`src/rtl/lm_pkg.sv`:
```
`timescale 1ns/1ps
package lm_pkg;
  typedef enum logic [1:0] {
    S_IDLE = 2'd0,
    S_RD2  = 2'd1,
    S_WAIT = 2'd2,
    S_DONE = 2'd3
  } lm_state_t;
endpackage

```
`src/rtl/lm_addr_split.sv`:
```
`timescale 1ns/1ps
module lm_addr_split #(
  parameter int ADDR_W     = 16,
  parameter int BEAT_BYTES = 8,
  parameter int WORD_BYTES = 4,
  localparam int OFF_W     = $clog2(BEAT_BYTES)
) (
  input  logic [ADDR_W-1:0] addr,
  output logic [ADDR_W-1:0] base,
  output logic [ADDR_W-1:0] next_base,
  output logic [OFF_W-1:0]  off,
  output logic              two_beats
);
  localparam int LAST_FIT = BEAT_BYTES - WORD_BYTES;

  always_comb begin
    off       = addr[OFF_W-1:0];
    base      = {addr[ADDR_W-1:OFF_W], {OFF_W{1'b0}}};
    next_base = base + ADDR_W'(BEAT_BYTES);
    two_beats = (int'(off) > LAST_FIT);
  end
endmodule

```
`src/rtl/lm_req_ctrl.sv`:
```
`timescale 1ns/1ps
module lm_req_ctrl
  import lm_pkg::*;
#(
  parameter int ADDR_W     = 16,
  parameter int BEAT_BYTES = 8,
  parameter int WORD_BYTES = 4,
  localparam int OFF_W     = $clog2(BEAT_BYTES)
) (
  input  logic              clk,
  input  logic              rst,
  input  logic              req_valid,
  input  logic [ADDR_W-1:0] req_addr,
  input  logic              req_big_end,
  input  logic              mem_rvalid,
  output logic              busy,
  output logic              mem_rd,
  output logic [ADDR_W-1:0] mem_addr,
  output logic [OFF_W-1:0]  off_q,
  output logic              be_q,
  output logic              buf_wr,
  output logic              buf_sel,
  output logic              fire
);
  lm_state_t        state;
  logic             two_q;
  logic             rcv_q;
  logic [ADDR_W-1:0] next_q;
  logic [ADDR_W-1:0] sp_base, sp_next;
  logic [OFF_W-1:0]  sp_off;
  logic              sp_two;

  lm_addr_split #(
    .ADDR_W(ADDR_W), .BEAT_BYTES(BEAT_BYTES), .WORD_BYTES(WORD_BYTES)
  ) u_split (
    .addr(req_addr), .base(sp_base), .next_base(sp_next),
    .off(sp_off), .two_beats(sp_two)
  );

  always_comb begin
    buf_wr  = (state == S_WAIT) && mem_rvalid;
    buf_sel = rcv_q;
    fire    = (state == S_DONE);
  end

  always_ff @(posedge clk) begin
    if (rst) begin
      state    <= S_IDLE;
      busy     <= 1'b0;
      mem_rd   <= 1'b0;
      mem_addr <= '0;
      next_q   <= '0;
      off_q    <= '0;
      be_q     <= 1'b0;
      two_q    <= 1'b0;
      rcv_q    <= 1'b0;
    end else begin
      mem_rd <= 1'b0;
      case (state)
        S_IDLE: begin
          if (req_valid) begin
            busy     <= 1'b1;
            mem_rd   <= 1'b1;
            mem_addr <= sp_base;
            next_q   <= sp_next;
            off_q    <= sp_off;
            be_q     <= req_big_end;
            two_q    <= sp_two;
            rcv_q    <= 1'b0;
            state    <= sp_two ? S_RD2 : S_WAIT;
          end
        end
        S_RD2: begin
          mem_rd   <= 1'b1;
          mem_addr <= next_q;
          state    <= S_WAIT;
        end
        S_WAIT: begin
          if (mem_rvalid) begin
            rcv_q <= 1'b1;
            if (!two_q || rcv_q) state <= S_DONE;
          end
        end
        default: begin
          busy  <= 1'b0;
          state <= S_IDLE;
        end
      endcase
    end
  end

  // every beat read is naturally aligned
  assert_aligned_read_R1: assert property (@(posedge clk) disable iff (rst)
    mem_rd |-> (mem_addr[OFF_W-1:0] == '0));

  // a back-to-back second read targets the following beat
  assert_second_beat_addr_R2: assert property (@(posedge clk) disable iff (rst)
    (mem_rd && $past(mem_rd)) |-> (mem_addr == $past(mem_addr) + ADDR_W'(BEAT_BYTES)));

  // never three reads in a row
  assert_no_third_read_R2: assert property (@(posedge clk) disable iff (rst)
    (mem_rd && $past(mem_rd)) |=> !mem_rd);

  // reads only go out while a load is in progress
  assert_read_while_busy_R7: assert property (@(posedge clk) disable iff (rst)
    mem_rd |-> busy);

  // captured byte order does not move during a load
  assert_order_held_R6: assert property (@(posedge clk) disable iff (rst)
    (busy && $past(busy)) |-> $stable(be_q));
endmodule

```
`src/rtl/lm_beat_buf.sv`:
```
`timescale 1ns/1ps
module lm_beat_buf #(
  parameter int BEAT_BYTES = 8,
  parameter int SLOTS      = 2,
  localparam int BEAT_W    = 8 * BEAT_BYTES,
  localparam int SEL_W     = (SLOTS > 1) ? $clog2(SLOTS) : 1
) (
  input  logic                    clk,
  input  logic                    wr_en,
  input  logic [SEL_W-1:0]        wr_sel,
  input  logic [BEAT_W-1:0]       wr_data,
  output logic [SLOTS*BEAT_W-1:0] rd_flat
);
  for (genvar g = 0; g < SLOTS; g++) begin : g_slot
    logic [BEAT_W-1:0] slot_q;
    always_ff @(posedge clk) begin
      if (wr_en && (wr_sel == SEL_W'(g))) slot_q <= wr_data;
    end
    assign rd_flat[g*BEAT_W +: BEAT_W] = slot_q;
  end
endmodule

```
`src/rtl/lm_byte_pick.sv`:
```
`timescale 1ns/1ps
module lm_byte_pick #(
  parameter int BEAT_BYTES = 8,
  parameter int WORD_BYTES = 4,
  localparam int OFF_W     = $clog2(BEAT_BYTES),
  localparam int IDX_W     = OFF_W + 1,
  localparam int SPAN_W    = 16 * BEAT_BYTES,
  localparam int WORD_W    = 8 * WORD_BYTES
) (
  input  logic              clk,
  input  logic              rst,
  input  logic              fire,
  input  logic [OFF_W-1:0]  off,
  input  logic              big_end,
  input  logic [SPAN_W-1:0] span,
  output logic              rsp_valid,
  output logic [WORD_W-1:0] rsp_data
);
  logic [WORD_W-1:0] le_word, be_word;

  for (genvar j = 0; j < WORD_BYTES; j++) begin : g_lane
    logic [IDX_W-1:0] idx;
    logic [7:0]       lane;
    assign idx  = {1'b0, off} + IDX_W'(j);
    assign lane = span[idx*8 +: 8];
    assign le_word[j*8 +: 8]                  = lane;
    assign be_word[(WORD_BYTES-1-j)*8 +: 8]   = lane;
  end

  always_ff @(posedge clk) begin
    if (rst) begin
      rsp_valid <= 1'b0;
      rsp_data  <= '0;
    end else begin
      rsp_valid <= fire;
      if (fire) rsp_data <= big_end ? be_word : le_word;
    end
  end

  // result strobe is a single-cycle pulse
  assert_single_pulse_R8: assert property (@(posedge clk) disable iff (rst)
    rsp_valid |=> !rsp_valid);
endmodule

```
`src/rtl/unaligned_load_merger.sv`:
```
`timescale 1ns/1ps
module unaligned_load_merger #(
  parameter int ADDR_W     = 16,
  parameter int BEAT_BYTES = 8,
  parameter int WORD_BYTES = 4,
  localparam int OFF_W     = $clog2(BEAT_BYTES),
  localparam int BEAT_W    = 8 * BEAT_BYTES,
  localparam int WORD_W    = 8 * WORD_BYTES
) (
  input  logic              clk,
  input  logic              rst,
  input  logic              req_valid,
  input  logic [ADDR_W-1:0] req_addr,
  input  logic              req_big_end,
  output logic              busy,
  output logic              mem_rd,
  output logic [ADDR_W-1:0] mem_addr,
  input  logic              mem_rvalid,
  input  logic [BEAT_W-1:0] mem_rdata,
  output logic              rsp_valid,
  output logic [WORD_W-1:0] rsp_data
);
  logic [OFF_W-1:0]    off_q;
  logic                be_q;
  logic                buf_wr, buf_sel, fire;
  logic [2*BEAT_W-1:0] span;

  lm_req_ctrl #(
    .ADDR_W(ADDR_W), .BEAT_BYTES(BEAT_BYTES), .WORD_BYTES(WORD_BYTES)
  ) u_ctrl (
    .clk(clk), .rst(rst),
    .req_valid(req_valid && !busy), .req_addr(req_addr), .req_big_end(req_big_end),
    .mem_rvalid(mem_rvalid),
    .busy(busy), .mem_rd(mem_rd), .mem_addr(mem_addr),
    .off_q(off_q), .be_q(be_q),
    .buf_wr(buf_wr), .buf_sel(buf_sel), .fire(fire)
  );

  lm_beat_buf #(.BEAT_BYTES(BEAT_BYTES), .SLOTS(2)) u_buf (
    .clk(clk), .wr_en(buf_wr), .wr_sel(buf_sel),
    .wr_data(mem_rdata), .rd_flat(span)
  );

  lm_byte_pick #(.BEAT_BYTES(BEAT_BYTES), .WORD_BYTES(WORD_BYTES)) u_pick (
    .clk(clk), .rst(rst), .fire(fire), .off(off_q), .big_end(be_q),
    .span(span), .rsp_valid(rsp_valid), .rsp_data(rsp_data)
  );

  // busy only drops in the cycle the result is presented
  assert_busy_release_R7: assert property (@(posedge clk) disable iff (rst)
    $fell(busy) |-> rsp_valid);

  // no result appears without a load having been in progress
  assert_result_after_busy_R7: assert property (@(posedge clk) disable iff (rst)
    rsp_valid |-> $past(busy));
endmodule

```
`config.mk`:
```
export PLATFORM = sky130hd
export DESIGN_NAME = unaligned_load_merger
export DESIGN_NICKNAME = d
export VERILOG_FILES = /design/src/rtl/lm_pkg.sv /design/src/rtl/lm_addr_split.sv /design/src/rtl/lm_req_ctrl.sv /design/src/rtl/lm_beat_buf.sv /design/src/rtl/lm_byte_pick.sv /design/src/rtl/unaligned_load_merger.sv
export SDC_FILE = /design/constraint.sdc
export NUM_CORES = 1
export LEC_CHECK = 0
export ABC_CLOCK_PERIOD_IN_PS = 12100
export BUFFER_PORTS_ARGS = -buffer_cell sky130_fd_sc_hd__buf_2
export CORE_ASPECT_RATIO = 0.75
export CORE_UTILIZATION = 60
export CTS_BUF_LIST = sky130_fd_sc_hd__clkbuf_8 sky130_fd_sc_hd__clkbuf_16
export DETAILED_ROUTE_END_ITERATION = 10
export PLACE_DENSITY_LB_ADDON = 0.2
export SETUP_SLACK_MARGIN = 0.2
export SYNTH_ARGS = -nofsm -noshare
export SYNTH_HDL_FRONTEND = slang
export SYNTH_SLANG_ARGS = --single-unit
```
`constraint.sdc`:
```
create_clock -name clk -period 12.1 [get_ports clk]
set_clock_uncertainty 0.05 [all_clocks]
set_input_delay 2.42 -clock clk [delete_from_list [all_inputs] [get_ports clk]]
set_output_delay 2.42 -clock clk [all_outputs]
set_load 0.1 [all_outputs]
```
Word level (Yosys, flattened, before mapping)
Cells that the tools add are included.
{"block": "classes", "bitwise_logic": 2, "mux": 15, "n_shift": 4, "n_reduce_logical": 16, "magnitude_cmp": 1, "n_addsub": 4, "n_eq_ne": 6}
{"operator": "variable part select 128 x 8 -> 8 bit", "n": 3}
{"operator": "variable part select 128 x 7 -> 8 bit", "n": 1}
{"operator": "2-to-1 mux 32 bit", "n": 1}
{"operator": "case mux 16 bit (2 select lines)", "n": 1}
{"operator": "adder 16 x 4 -> 16 bit (second input constant)", "n": 1}
{"operator": "2-to-1 mux 16 bit", "n": 1}
{"operator": "adder 3 x 2 -> 4 bit (second input constant)", "n": 2}
{"operator": "2-to-1 mux 2 bit", "n": 4}
{"operator": "case mux 1 bit (2 select lines)", "n": 3}
{"operator": "case mux 2 bit (3 select lines)", "n": 1}
{"operator": "AND reduction 2 bit", "n": 3}
{"operator": "AND reduction 3 bit", "n": 2}
{"operator": "adder 3 x 1 -> 4 bit (second input constant)", "n": 1}
{"operator": "equality test 2 bit (second input constant)", "n": 2}
{"operator": "logical AND 1 bit", "n": 4}
{"operator": "2-to-1 mux 1 bit", "n": 4}
{"operator": "inequality test 2 bit (second input constant)", "n": 2}
{"operator": "nonzero test 2 bit", "n": 2}
{"operator": "greater-than comparator 3 bit (second input constant)", "n": 1}
{"operator": "equality test 2 x 1 -> 1 bit (second input constant)", "n": 1}
{"operator": "zero test 1 bit", "n": 2}
{"operator": "zero test 2 bit", "n": 1}
{"operator": "inequality test 2 x 1 -> 1 bit (second input constant)", "n": 1}
{"operator": "inverter 1 bit", "n": 2}
{"operator": "2 further kinds", "n": 2}
{"block": "totals", "in_bits": 85, "out_inout_bits": 51, "reg_bits": 203}

Logic depth before layout (Yosys ltp)
Gate-level depths: netlist of the first run.
{"block": "depth", "word_depth": 5, "ltp_mapped": 9, "depth_no_buf": 6}

Cells and area by module
From an unflattened synthesis of the first run, not the netlist that was laid out.
{"block": "unflattened", "cells_unflattened": 613, "hier_area_um2": 9034.9}
{"module": "lm_beat_buf", "area_per_inst_um2": 3860.0, "n_inst": 1, "cells_each": 130}
{"module": "lm_byte_pick", "area_per_inst_um2": 2936.6, "n_inst": 1, "cells_each": 225}
{"module": "lm_req_ctrl", "area_per_inst_um2": 1818.0, "n_inst": 1, "cells_each": 200}
{"module": "lm_addr_split", "area_per_inst_um2": 406.6, "n_inst": 1, "cells_each": 57}
{"module": "unaligned_load_merger", "area_per_inst_um2": 13.8, "n_inst": 1, "cells_each": 1}

Least setup slack after synthesis of the first run
No wires, ideal clock.
{"block": "synth_path", "path_kind": "input-to-reg", "from": "input mem_rvalid", "to": "register u_buf.g_slot[0].slot_q[0] (enable)", "arrival_time_ps": 5160, "slack_ps": 6403, "setup_time_ps": 487, "n_path_buf": 0, "path_stages": 2, "path_cell_list": "nand2_1 > nor2_1"}
{"block": "synth_between", "elab_chain_len": 2}
{"item": "start, declared", "line": "unaligned_load_merger.sv:18", "rtl": "input logic mem_rvalid,"}
{"item": "logical AND 1 bit", "line": "lm_req_ctrl.sv:41", "rtl": "buf_wr = (state == S_WAIT) && mem_rvalid;"}
{"item": "logical AND 1 bit", "line": "lm_beat_buf.sv:17", "rtl": "if (wr_en && (wr_sel == SEL_W'(g))) slot_q <= wr_data;"}
{"item": "end signal, assigned", "line": "lm_beat_buf.sv:17"}
{"item": "end, declared", "line": "lm_beat_buf.sv:15", "rtl": "logic [BEAT_W-1:0] slot_q;"}
Every way passes these cells.
A chain may end at the register's enable or synchronous reset.

Final worst setup path of the first run
{"block": "layout_path", "from": "register u_pick.rsp_data[5]", "to": "output rsp_data[5]"}
{"item": "start, declared", "line": "lm_byte_pick.sv:17", "rtl": "output logic [WORD_W-1:0] rsp_data"}
{"item": "start signal, assigned", "line": "lm_byte_pick.sv:36", "rtl": "if (fire) rsp_data <= big_end ? be_word : le_word;"}
{"item": "end, declared", "line": "unaligned_load_merger.sv:21", "rtl": "output logic [WORD_W-1:0] rsp_data"}
No word-level cell between the ends.

==> results of run 1 <==
## synthesized netlist by cell type (2+ instances only)
master / count
inv_1: 4
mux2_1: 2
buf_8: 2
ha_1: 6
nand2b_1: 4
xor2_1: 5
and3_1: 3
buf_6: 11
a21oi_1: 12
dfxtp_1: 69
nand2_1: 40
nor2_1: 30
mux2_2: 8
o21ai_0: 38
a221oi_1: 32
a211oi_1: 23
nand3_1: 3
buf_4: 5
mux2i_1: 83
xnor2_1: 3
or3_1: 3
and2_1: 4
inv_2: 2
edfxtp_1: 88
nor2b_1: 4
clkbuf_1: 19
nand4_1: 4
nor3_1: 3
a22oi_1: 53
a311oi_1: 3
o221ai_1: 10
buf_2: 13
## power groups by stage
stage | registers, mW | logic (mW) | clock network (mW)
2_1_floorplan | 1.01 | 0.387 | 0
3_3_place_gp | 0.729 | 0.769 | 0
3_5_place_dp | 0.734 | 0.793 | 0
4_1_cts | 0.724 | 0.797 | 0.518
5_1_grt | 0.736 | 0.853 | 0.539
6_report | 0.726 | 0.801 | 0.509
## placed cells by master, fill, tap and decap left out, types with 4 or more instances in the layout
cell type / count
o21ai_0: 38
mux2i_1: 83
buf_4: 4
a22oi_1: 53
clkbuf_16: 19
a21oi_1: 12
ha_1: 6
xor2_1: 5
and2_1: 4
inv_1: 5
clkinv_4: 4
nand4_1: 4
buf_2: 132
edfxtp_1: 88
nand2b_1: 4
dfxtp_1: 68
mux2_2: 8
nand2_1: 40
o221ai_1: 10
a221oi_1: 32
a211oi_1: 23
nor2_1: 28
## worst register-to-register path, cell delays in order (launching register included)
cell and delay [ns]:
dfxtp_1 0.41, ha_1 0.97, and2_1 1.13, a221oi_1 0.27
## metrics by stage
| stage | instances | hold slack [ns] |
|---|---|---|
| final | 881 | 0.425 |
| after detailed placement | 848 | 0.414 |
| after global routing | 880 | 0.469 |
| after CTS | 880 | 0.423 |
| after floorplan | 601 | 0.386 |
| after global placement | 848 | 0.394 |
## registers in the layout, summed over array words and instances, names as in the netlist
| signal | flops |
|---|---|
| u_ctrl.mem_rd | 1 |
| u_ctrl.be_q | 1 |
| u_pick.rsp_data | 32 |
| u_buf.g_slot.slot_q | 88 |
| u_pick.rsp_valid | 1 |
| u_ctrl.mem_addr | 13 |
| u_ctrl.off_q | 3 |
| u_ctrl.next_q | 13 |
| u_ctrl.state | 2 |
| u_ctrl.buf_sel | 1 |
| u_ctrl.busy | 1 |
| u_ctrl.two_q | 1 |
## layer usage
layer	up-vias	wire [microns]	part of all wire, %
met5	-	0	0
met4	0	289	1.7
met3	30	1240	7.4
met2	274	7670	46
met1	2658	7570	45
li1	2543	-	-
## kinds of logic (layout without fill, tap and decap cells)
kind of cell,count (synthesis),after routing,synth area share (%)
xor gates and xnor gates,8,8,0.975
buffers and inverters,57,174,4.93
adders and majority gates,6,6,1.04
muxes,93,93,13.1
AOI/OAI and AO/OA,176,176,17.5
DFF,157,157,56.0
other,1,4,0.0522
and+or+nand+nor,101,101,6.34
## final cells by class
| class | count | area (sq um) |
|---|---|---|
| Antenna cell | 1 | 2.50 |
| Clock buffer | 21 | 503 |
| Clock inverter | 11 | 78.8 |
| Fill cell | 830 | 3250 |
| Inverter | 6 | 22.5 |
| Multi-Input combinational cell | 387 | 2830 |
| Sequential cell | 157 | 4030 |
| Tap cell | 162 | 203 |
| Timing Repair Buffer | 136 | 691 |
## worst paths after layout
path	startpoint	end	cells past startpoint
hold / removal	u_ctrl.next_q[4]$_SDFFE_PP0P_	u_ctrl.next_q[4]$_SDFFE_PP0P_	2
setup reg to reg	u_ctrl.state[0]$_SDFFE_PP0P_	u_pick.rsp_data[26]$_SDFFE_PP0P_	3
hold reg to reg	u_ctrl.next_q[4]$_SDFFE_PP0P_	u_ctrl.next_q[4]$_SDFFE_PP0P_	2
setup / recovery	u_pick.rsp_data[5]$_SDFFE_PP0P_	rsp_data[5]	1
==> summary.md, run 1 <==
| Metric | Value |
|---|---|
| Post-synth EDFFs | `88` |
| Cells after Synth | `roughly 600` |
| Die height | `96.8 microns` |
| Via count | `5505` |
| Die area | `between 10000 and 15000 sq um` |
| CP required | `9.63 ns` |
| Top cell type's share of synthesized area | `roughly 37%` |
| Reg clk slew, reported paths | `0.06 ns` |
| Final ANT Viol Nets | `0` |
| Drt drc | `0` |
| Cell Int Power | `about 1.2 mW` |
| M2 GR Usage | `around two fifths` |
| Yosys Warn Count | `0` |
| Vias per cell | `~6.2` |
| Crit-path leading delay family | `buffers and inverters` |
| Skew-Pair Late Insertion Delay | `0.42 ns` |
| Share of post-route cells with drive strength above 1 | `between 20% and 30%` |
| Port Buffers | `around 130` |
| Crit end category | `primary output` |
| Reg power frac | `35.6%` |
| Initial drt markers | `approximately 570` |
| Final period util | `30.7%` |
| Register bit count reported by yosys | `157` |
| Global-route wire length before repair | `~27 mm` |
| Grt peak-use layer | `met2` |
| Global route overflow | `0` |
| CTS Buf Count | `17` |
| Grt met3 use | `6.42%` |
| Cell variety after synth | `42` |
| Total power | `between 2 and 2.5 mW` |
| Post-cts hold buffer count | `0` |
| Least-Margin Pin Slew | `about 1.3 ns` |
| Drt wl/cell | `~19 microns` |
| I/O pin total | `136` |
| Top cells by area, synth | `edfxtp_1 (37%), dfxtp_1 (19%), mux2i_1 (12%)` |
| Core area | `11600 sq um` |
| Final wirelength | `roughly 17 mm` |
| Clk pwr share | `25.0%` |
| HPWL after DPL | `roughly 11 mm` |
| Die X | `128 microns` |
| Root buf cell | `clkbuf_16` |
| Static leakage | `3.13 nW` |
| Total GRT Usage | `approximately 28%` |
| Slew HR | `a little over an eighth` |
| Layout Nets | `796` |
| Fraction of registers with async set/reset | `0%` |
| Crit path DAT | `1.25 ns` |
| Utilization after layout | `72.0%` |
| Number of global-route vias before repair | `5279` |
| Largest net degree at the start of global routing | `65` |
| Bufs on Longest Clock Path | `2` |
| Setup CP Type | `reg -> out` |
| Row count | `34` |
| Peak VDD IR | `169 uV` |
| Critical Path Start Type | `flip-flop` |
| Setup ws final | `about 8.4 ns` |
| Area Growth Syn to Fin | `16.4%` |
| Comb pwr share | `39.4%` |
| CTS tree | `yes` |
| Switching Fraction | `42.7%` |
| Clock Sink Count | `157` |
| Post-CTS setup buffer count | `0` |
| CP max stage cell | `buf_2` |
| Seq/Total Area, Yosys | `56.0%` |
| Cell taking the most area after synthesis | `edfxtp_1` |
| Setup Viol. Count Final | `0` |
| Post-Route Setup TNS | `0 ns` |
| Syn avg cell area | `around 12 sq um` |
| CTS resizes | `0` |
| Max Cap Viol | `0` |
| Final hold viol count | `0` |
| Initial core utilization | `61.9%` |
| Outcome | `completed` |
| H-Tree Depth | `4` |
| Pins Over Slew Limit | `0` |
| R2R setup slack | `9.07 ns` |
| GRT met1 Usage | `39.2%` |
| Hold Crit Class | `reg -> reg` |
| Gpl congestion | `between 0.8 and 0.9` |
| Power Density | `roughly 240 nW/um^2` |
| Peak Freq | `269 MHz` |
| Period minus WS final | `approximately 3.7 ns` |
| First-pass DRT Iterations | `6` |
| Buf+Inv Stages, Crit Path | `1` |
| Final Cell Area | `8360 sq um` |
| Cell Chain, Critical Path | `buf_2` |
| Placed Area | `7780 sq um` |
| Delay of the slowest critical-path stage | `roughly 0.45 ns` |
| RSZ-0062 raised after global routing | `false` |
| Initial antenna violation count | `0` |
| Setup WS pre-CTS | `8.15 ns` |
| Most used DFF post-synth | `edfxtp_1` |
| P_sw | `0.870 mW` |
| Post-Syn Area | `7190 sq um` |
| CP max FO | `2` |
Power figures use the tool's default switching activity.
==> inputs of run 2 (changes only) <==
Settings changed: ABC_AREA from default to 1, ABC_CLOCK_PERIOD_IN_PS 12100 to 3500, CORE_UTILIZATION 60 to 57.
Clock period 12.1 ns to 3.5 ns, I/O delays scaled along.
==> summary.md, run 2 <==
| Metric | Value |
|---|---|
| Register bit count reported by yosys | `157` |
| Port Buffers | `between 100 and 150` |
| Critical Path Start Type | `flip-flop` |
| CTS Buf Count | `17` |
| Skew-Pair Late Insertion Delay | `between 0.4 and 0.5 ns` |
| Final ANT Viol Nets | `0` |
| Row count | `37` |
| Period minus WS final | `2.40 ns` |
| Max FFs per register | `88` |
| Clock Sink Count | `157` |
| Metal1 wirelength | `9.06 mm` |
| Die X | `139 microns` |
| Drt drc | `4` |
| H-Tree Depth | `4` |
| Count leader, synth | `nand2_1` |
| Initial core utilization | `58.3%` |
| Placed Cells | `1283` |
| Cells after Synth | `approximately 1000` |
| Peak Freq | `416 MHz` |
| Failing checks | `design-rule violations` |
| Via count | `7352` |
| First-pass DRT Iterations | `8` |
| Register bank with the most flops | `u_buf.g_slot.slot_q` |
| Antenna Cells | `0` |
| Outcome | `finished with violations` |
| Post-synth EDFFs | `88` |
| Slew HR | `30.9%` |
| Final wirelength | `20.0 mm` |
| Cell mode on critical path | `inv_1` |
| Reg clk slew, reported paths | `approximately 0.070 ns` |
| Peak VDD IR | `488 uV` |
| Drt wl/cell | `15.2 microns` |
| Pins Over Slew Limit | `0` |
| Final period util | `68.7%` |
| Seq/Total Area, Yosys | `50.4%` |
| Share of post-route cells with drive strength above 1 | `16.0%` |
| I/O pin total | `136` |
| Number of global-route vias before repair | `6508` |
| Register area | `between 4000 and 5000 sq um` |
| Total GRT Usage | `~29%` |
| Cell taking the most area after synthesis | `edfxtp_1` |
| Crit path DAT | `2.72 ns` |
| Delay of the slowest critical-path stage | `approximately 0.56 ns` |
| RSZ-0062 raised after global routing | `false` |
| Die area | `14500 sq um` |
| Post-Syn Area | `7990 sq um` |
| Core area | `13700 sq um` |
| CTS resizes | `0` |
| Commonest non-fill, non-tap cell in the layout | `nand2_1` |
| Fraction of registers with async set/reset | `0%` |
| Global-route wire length before repair | `32.3 mm` |
| Final hold viol count | `0` |
| Fillers | `1134` |
| Post-cts hold buffer count | `0` |
| CP max FO | `26` |
| Root buf cell | `clkbuf_16` |
| Hold Crit Class | `in -> reg` |
| Vias per cell | `5.59` |
| HPWL after DPL | `13.2 mm` |
| Met2 WL | `roughly 8.8 mm` |
| Die height | `around 100 microns` |
| DR top layer | `met4` |
| Post-Route Setup TNS | `0 ns` |
| Most used DFF post-synth | `edfxtp_1` |
| Setup CP Type | `reg -> reg` |
| Cell Chain, Critical Path | `inv_1 > ha_1 > inv_1 > o21ai_4 > o21ai_0 > a31oi_1` |
| Setup Viol. Count Final | `0` |
| Least-Margin Pin Slew | `between 1 and 1.5 ns` |
| Yosys Warn Count | `0` |
| Static leakage | `around 4.2 nW` |
| Cell variety after synth | `31` |
| Top cells by area, synth | `edfxtp_1 (33%), dfxtp_1 (17%), nand2_1 (16%)` |
| Commonest cells post-synth | `nand2_1 (340), nand3_1 (238), edfxtp_1 (88)` |
| Bufs on Longest Clock Path | `2` |
| Fin cells | `1315` |
| Layout Nets | `around 1200` |
| Area Growth Syn to Fin | `15.2%` |
| Largest regs | `u_buf.g_slot.slot_q x88, u_pick.rsp_data x32` |
| Crit end category | `flip-flop` |
| Largest net degree at the start of global routing | `82` |
| Post-CTS setup buffer count | `0` |
| Syn avg cell area | `7.73 sq um` |
| CP max stage cell | `o21ai_4` |
| Top cell type's share of synthesized area | `33.1%` |
| Gpl congestion | `0.891` |
| Initial antenna violation count | `0` |
| CP required | `3.82 ns` |
| Max Cap Viol | `0` |
| Multi-input logic area | `about 3300 sq um` |
| Met3 wire len | `1.64 mm` |
| CTS tree | `yes` |
| Power Density | `slightly below 900 nW/um^2` |
| Global route overflow | `0` |
| Initial drt markers | `695` |
| Most frequent cells in the layout | `nand2_1 (340), nand3_1 (238), buf_2 (132)` |
## run 2: changes by cell type after synthesis, sizes merged, moves of 11 or more
cell,previous run,this run
a22oi,54,0
nand2,40,341
buf,32,54
nor2,30,72
mux2i,83,0
a211oi,23,1
a221oi,32,0
o21ai,39,28
inv,6,66
a31oi,0,13
nand3,3,238
## run 2: stage by stage
step / util [%] / total power [mW] / cell area (sq um) / hold slack, ns / worst slack [ns]
5_1_grt: 67.1 / 8.72 / 9200 / 0.380 / 0.856
3_3_place_gp: 62.7 / 6.27 / 8590 / 0.407 / 1.25
2_1_floorplan: - / 5.68 / 8010 / 0.396 / 0.587
3_5_place_dp: 62.7 / 6.30 / 8590 / 0.409 / 1.16
4_1_cts: 67.1 / 8.22 / 9200 / 0.385 / 1.13
6_report: 67.1 / 8.24 / 9200 / 0.390 / 1.10
## run 2: layer usage
| layer | vias to the layer above | track usage [%] |
|---|---|---|
| met5 | - | 0 |
| met4 | 0 | 11.3 |
| met3 | 38 | 6.03 |
| met2 | 336 | 43.0 |
| met1 | 3365 | 40.3 |
| li1 | 3613 | - |
## run 2: cell families after synthesis
kind of cell / Yosys count / share of synthesized area [%]
DFF: 157 / 50.4
xor gates and xnor gates: 3 / 0.329
buffers and inverters: 136 / 8.15
other: 1 / 0.0469
and+or+nand+nor: 664 / 35.2
AOI/OAI and AO/OA: 67 / 4.92
adders and majority gates: 6 / 0.940
## run 2: cell type report
cell class / count / area share [%]
Clock buffer: 20 / 5.20
Clock inverter: 12 / 1.48
Inverter: 66 / 2.75
Multi-Input combinational cell: 743 / 36.3
Sequential cell: 157 / 43.8
Tap cell: 175 / 2.38
Timing Repair Buffer: 142 / 8.13
## run 2: final timing paths
path | slack [ns] | depth (start not counted) | to | from
max | 1.10 | 6 | u_ctrl.mem_addr[10]$_SDFFE_PP0P_ | u_ctrl.state[1]$_SDFFE_PP0P_
min | 0.39 | 1 | u_buf.g_slot[0].slot_q[33]$_DFFE_PP_ | mem_rdata[33]
max reg2reg | 1.10 | 6 | u_ctrl.mem_addr[10]$_SDFFE_PP0P_ | u_ctrl.state[1]$_SDFFE_PP0P_
min reg2reg | 0.42 | 2 | u_ctrl.next_q[4]$_SDFFE_PP0P_ | u_ctrl.next_q[4]$_SDFFE_PP0P_
## run 2: power breakdown
part | switching (mW) | internal, mW
clock | 0.764 | 1.14
combinational | 2.88 | 0.863
sequential | 0.249 | 2.34
total | 3.90 | 4.34
## run 2: critical path, delay by kind of cell, from the launching register on
kind	cells	cell delay, ns
AO/OA/AOI/OAI	3	0.91
buffers and inverters	2	0.53
adder cells (fa/ha/maj)	1	0.51
flip-flops	1	0.34
==> inputs of run 3 (changes only) <==
Settings changed: ABC_CLOCK_PERIOD_IN_PS 3500 to 2100, CORE_UTILIZATION 57 to 51.
Clock period 3.5 ns to 2.1 ns, I/O delays scaled along.
==> summary.md, run 3 (synthesis gave the netlist of run 2 again) <==
| Metric | Value |
|---|---|
| Vias per cell | `around 5.4` |
| I/O pin total | `around 140` |
| Skew-Pair Late Insertion Delay | `about 0.43 ns` |
| Peak Freq | `563 MHz` |
| Setup Viol. Count Final | `0` |
| Share of post-route cells with drive strength above 1 | `approximately 17%` |
| Max FFs per register | `between 80 and 90` |
| Cell Chain, Critical Path | `inv_6 > nand2_1 > nand3_1 > nand3_1 > nand2_1 > nand2_1 > nand3_1 > nand2_1 > inv_1` |
| Peak VDD IR | `around 1100 uV` |
| Hold_sp | `mem_rdata[57]` |
| Hold Crit Class | `in -> reg` |
| Most frequent cells in the layout | `nand2_1 (340), nand3_1 (238), buf_2 (132)` |
| Commonest non-fill, non-tap cell in the layout | `nand2_1` |
| Clock Sink Count | `~160` |
| Buf+Inv Stages, Crit Path | `2` |
| Utilization after layout | `roughly three fifths` |
| Reg power frac | `30.9%` |
| CTS Buf Count | `17` |
| Largest regs | `u_buf.g_slot.slot_q x88, u_pick.rsp_data x32` |
| CP required | `2.42 ns` |
| HPWL after DPL | `13.6 mm` |
| First-pass DRT Iterations | `7` |
| CP max stage cell | `inv_6` |
| Global-route wire length before repair | `32.1 mm` |
| Bufs on Longest Clock Path | `2` |
| Via count | `7302` |
| Period minus WS final | `~1.8 ns` |
| Final hold viol count | `0` |
| Total power | `13.8 mW` |
| Critical Path Start Type | `flip-flop` |
| Die X | `between 100 and 150 microns` |
| Power Density | `1480 nW/um^2` |
| Total GRT Usage | `25.8%` |
| Clk pwr share | `22.3%` |
| Least-Margin Pin Slew | `~0.98 ns` |
| Drt drc | `0` |
| Static leakage | `approximately 4.3 nW` |
| Initial antenna violation count | `0` |
| Antenna Cells | `0` |
| R2R cell count | `9` |
| Reg clk slew, reported paths | `0.06 ns` |
| CP max FO | `80` |
| Switching Fraction | `47.0%` |
| Placed Cells | `between 1000 and 1500` |
| Die height | `approximately 110 microns` |
| Layout Nets | `roughly 1200` |
| Gpl congestion | `0.856` |
| Fillers | `roughly 1400` |
| H-Tree Depth | `4` |
| Setup CP Type | `reg -> reg` |
| Crit end category | `flip-flop` |
| Outcome | `completed` |
| Final wirelength | `between 20 and 25 mm` |
| Delay of the slowest critical-path stage | `about 0.4 ns` |
| Register bank with the most flops | `u_buf.g_slot.slot_q` |
| Initial core utilization | `52.3%` |
| Worst hold path endpoint | `u_buf.g_slot[0].slot_q[57]$_DFFE_PP_` |
| Core area | `between 15000 and 20000 sq um` |
| Initial drt markers | `662` |
| Reg2reg start | `u_ctrl.off_q[0]$_SDFFE_PP0P_` |
| Comb pwr share | `46.8%` |
| Post-Route Setup TNS | `0 ns` |
| Slew HR | `34.4%` |
| Final period util | `84.5%` |
| Root buf cell | `clkbuf_16` |
| Max Cap Viol | `0` |
| Fin Hold WS | `0.113 ns` |
| Fin cells | `1355` |
| RSZ-0062 raised after global routing | `true` |
| Largest net degree at the start of global routing | `81` |
| Port Buffers | `132` |
| Drt wl/cell | `15.1 microns` |
| Number of global-route vias before repair | `6392` |
| Hold Crit Depth | `1` |
| Capturing point of the worst reg2reg path | `u_pick.rsp_data[0]$_SDFFE_PP0P_` |
| Cell mode on critical path | `nand2_1` |
| P_sw | `6.50 mW` |
| Crit-path leading delay family | `simple AND/OR/NAND/NOR gates` |
| Die area | `16200 sq um` |
| Cell Int Power | `roughly 7.3 mW` |
| R2R setup slack | `~0.33 ns` |
| Global route overflow | `0` |
| Final ANT Viol Nets | `0` |
| Area Growth Syn to Fin | `17.0%` |
| Pins Over Slew Limit | `0` |
| CTS tree | `yes` |
| Row count | `39` |
| Crit path DAT | `2.10 ns` |
| Post-CTS setup buffer count | `0` |
==> run 3: power by group through the flow <==
stage | Clock, mW | Sequential, mW | Combinational [mW]
6_report | 3.07 | 4.27 | 6.46
3_3_place_gp | 0 | 4.32 | 6.26
4_1_cts | 3.12 | 4.27 | 6.36
3_5_place_dp | 0 | 4.32 | 6.32
2_1_floorplan | 0 | 6.08 | 3.41
5_1_grt | 3.25 | 4.34 | 7.09
==> run 3: stage by stage <==
| step | worst slack (ns) | instance area, sq um |
|---|---|---|
| 3_5_place_dp | 0.321 | 8730 |
| 3_3_place_gp | 0.333 | 8730 |
| 2_1_floorplan | -0.476 | 8030 |
| 6_report | 0.325 | 9340 |
| 5_1_grt | 0.196 | 9340 |
| 4_1_cts | 0.286 | 9330 |
==> run 3: how the worst max path moves through the flow <==
stage / from / end / slack, ns / depth (start not counted)
after floorplan: u_ctrl.state[0]$_SDFFE_PP0P_ / u_buf.g_slot[0].slot_q[0]$_DFFE_PP_ / -0.48 / 4
after global placement: u_ctrl.state[1]$_SDFFE_PP0P_ / u_ctrl.next_q[10]$_SDFFE_PP0P_ / 0.33 / 7
after global routing: u_ctrl.off_q[0]$_SDFFE_PP0P_ / u_pick.rsp_data[16]$_SDFFE_PP0P_ / 0.20 / 9
after detailed placement: u_ctrl.off_q[0]$_SDFFE_PP0P_ / u_pick.rsp_data[29]$_SDFFE_PP0P_ / 0.32 / 9
final: u_ctrl.off_q[0]$_SDFFE_PP0P_ / u_pick.rsp_data[0]$_SDFFE_PP0P_ / 0.33 / 9
after CTS: u_ctrl.off_q[0]$_SDFFE_PP0P_ / u_pick.rsp_data[12]$_SDFFE_PP0P_ / 0.29 / 9
==> run 3: cell type report <==
| cell class | instances | area, sq um | area share (%) |
|---|---|---|---|
| flip-flops and latches | 157 | 4030 | 43.1 |
| clock inverters | 9 | 66.3 | 0.710 |
| well taps | 205 | 256 | 2.75 |
| repair buffers | 152 | 840 | 8.99 |
| multi-input cells | 744 | 3370 | 36.1 |
| inverters | 66 | 255 | 2.73 |
| clock buffers | 22 | 528 | 5.65 |
==> run 3: repair_timing <==
item | CTS | global route
endpoints found under the setup margin | 0 | 43
gates resized for setup | 0 | 4
hold buffers | 0 | 0
==> run 3: layer usage <==
metal	wire (microns)	GRT usage [%]	vias up
met5	0	0	-
met4	447	9.30	0
met1	9410	35.9	3292
met3	1630	5.43	41
met2	8990	40.1	338
li1	-	-	3631
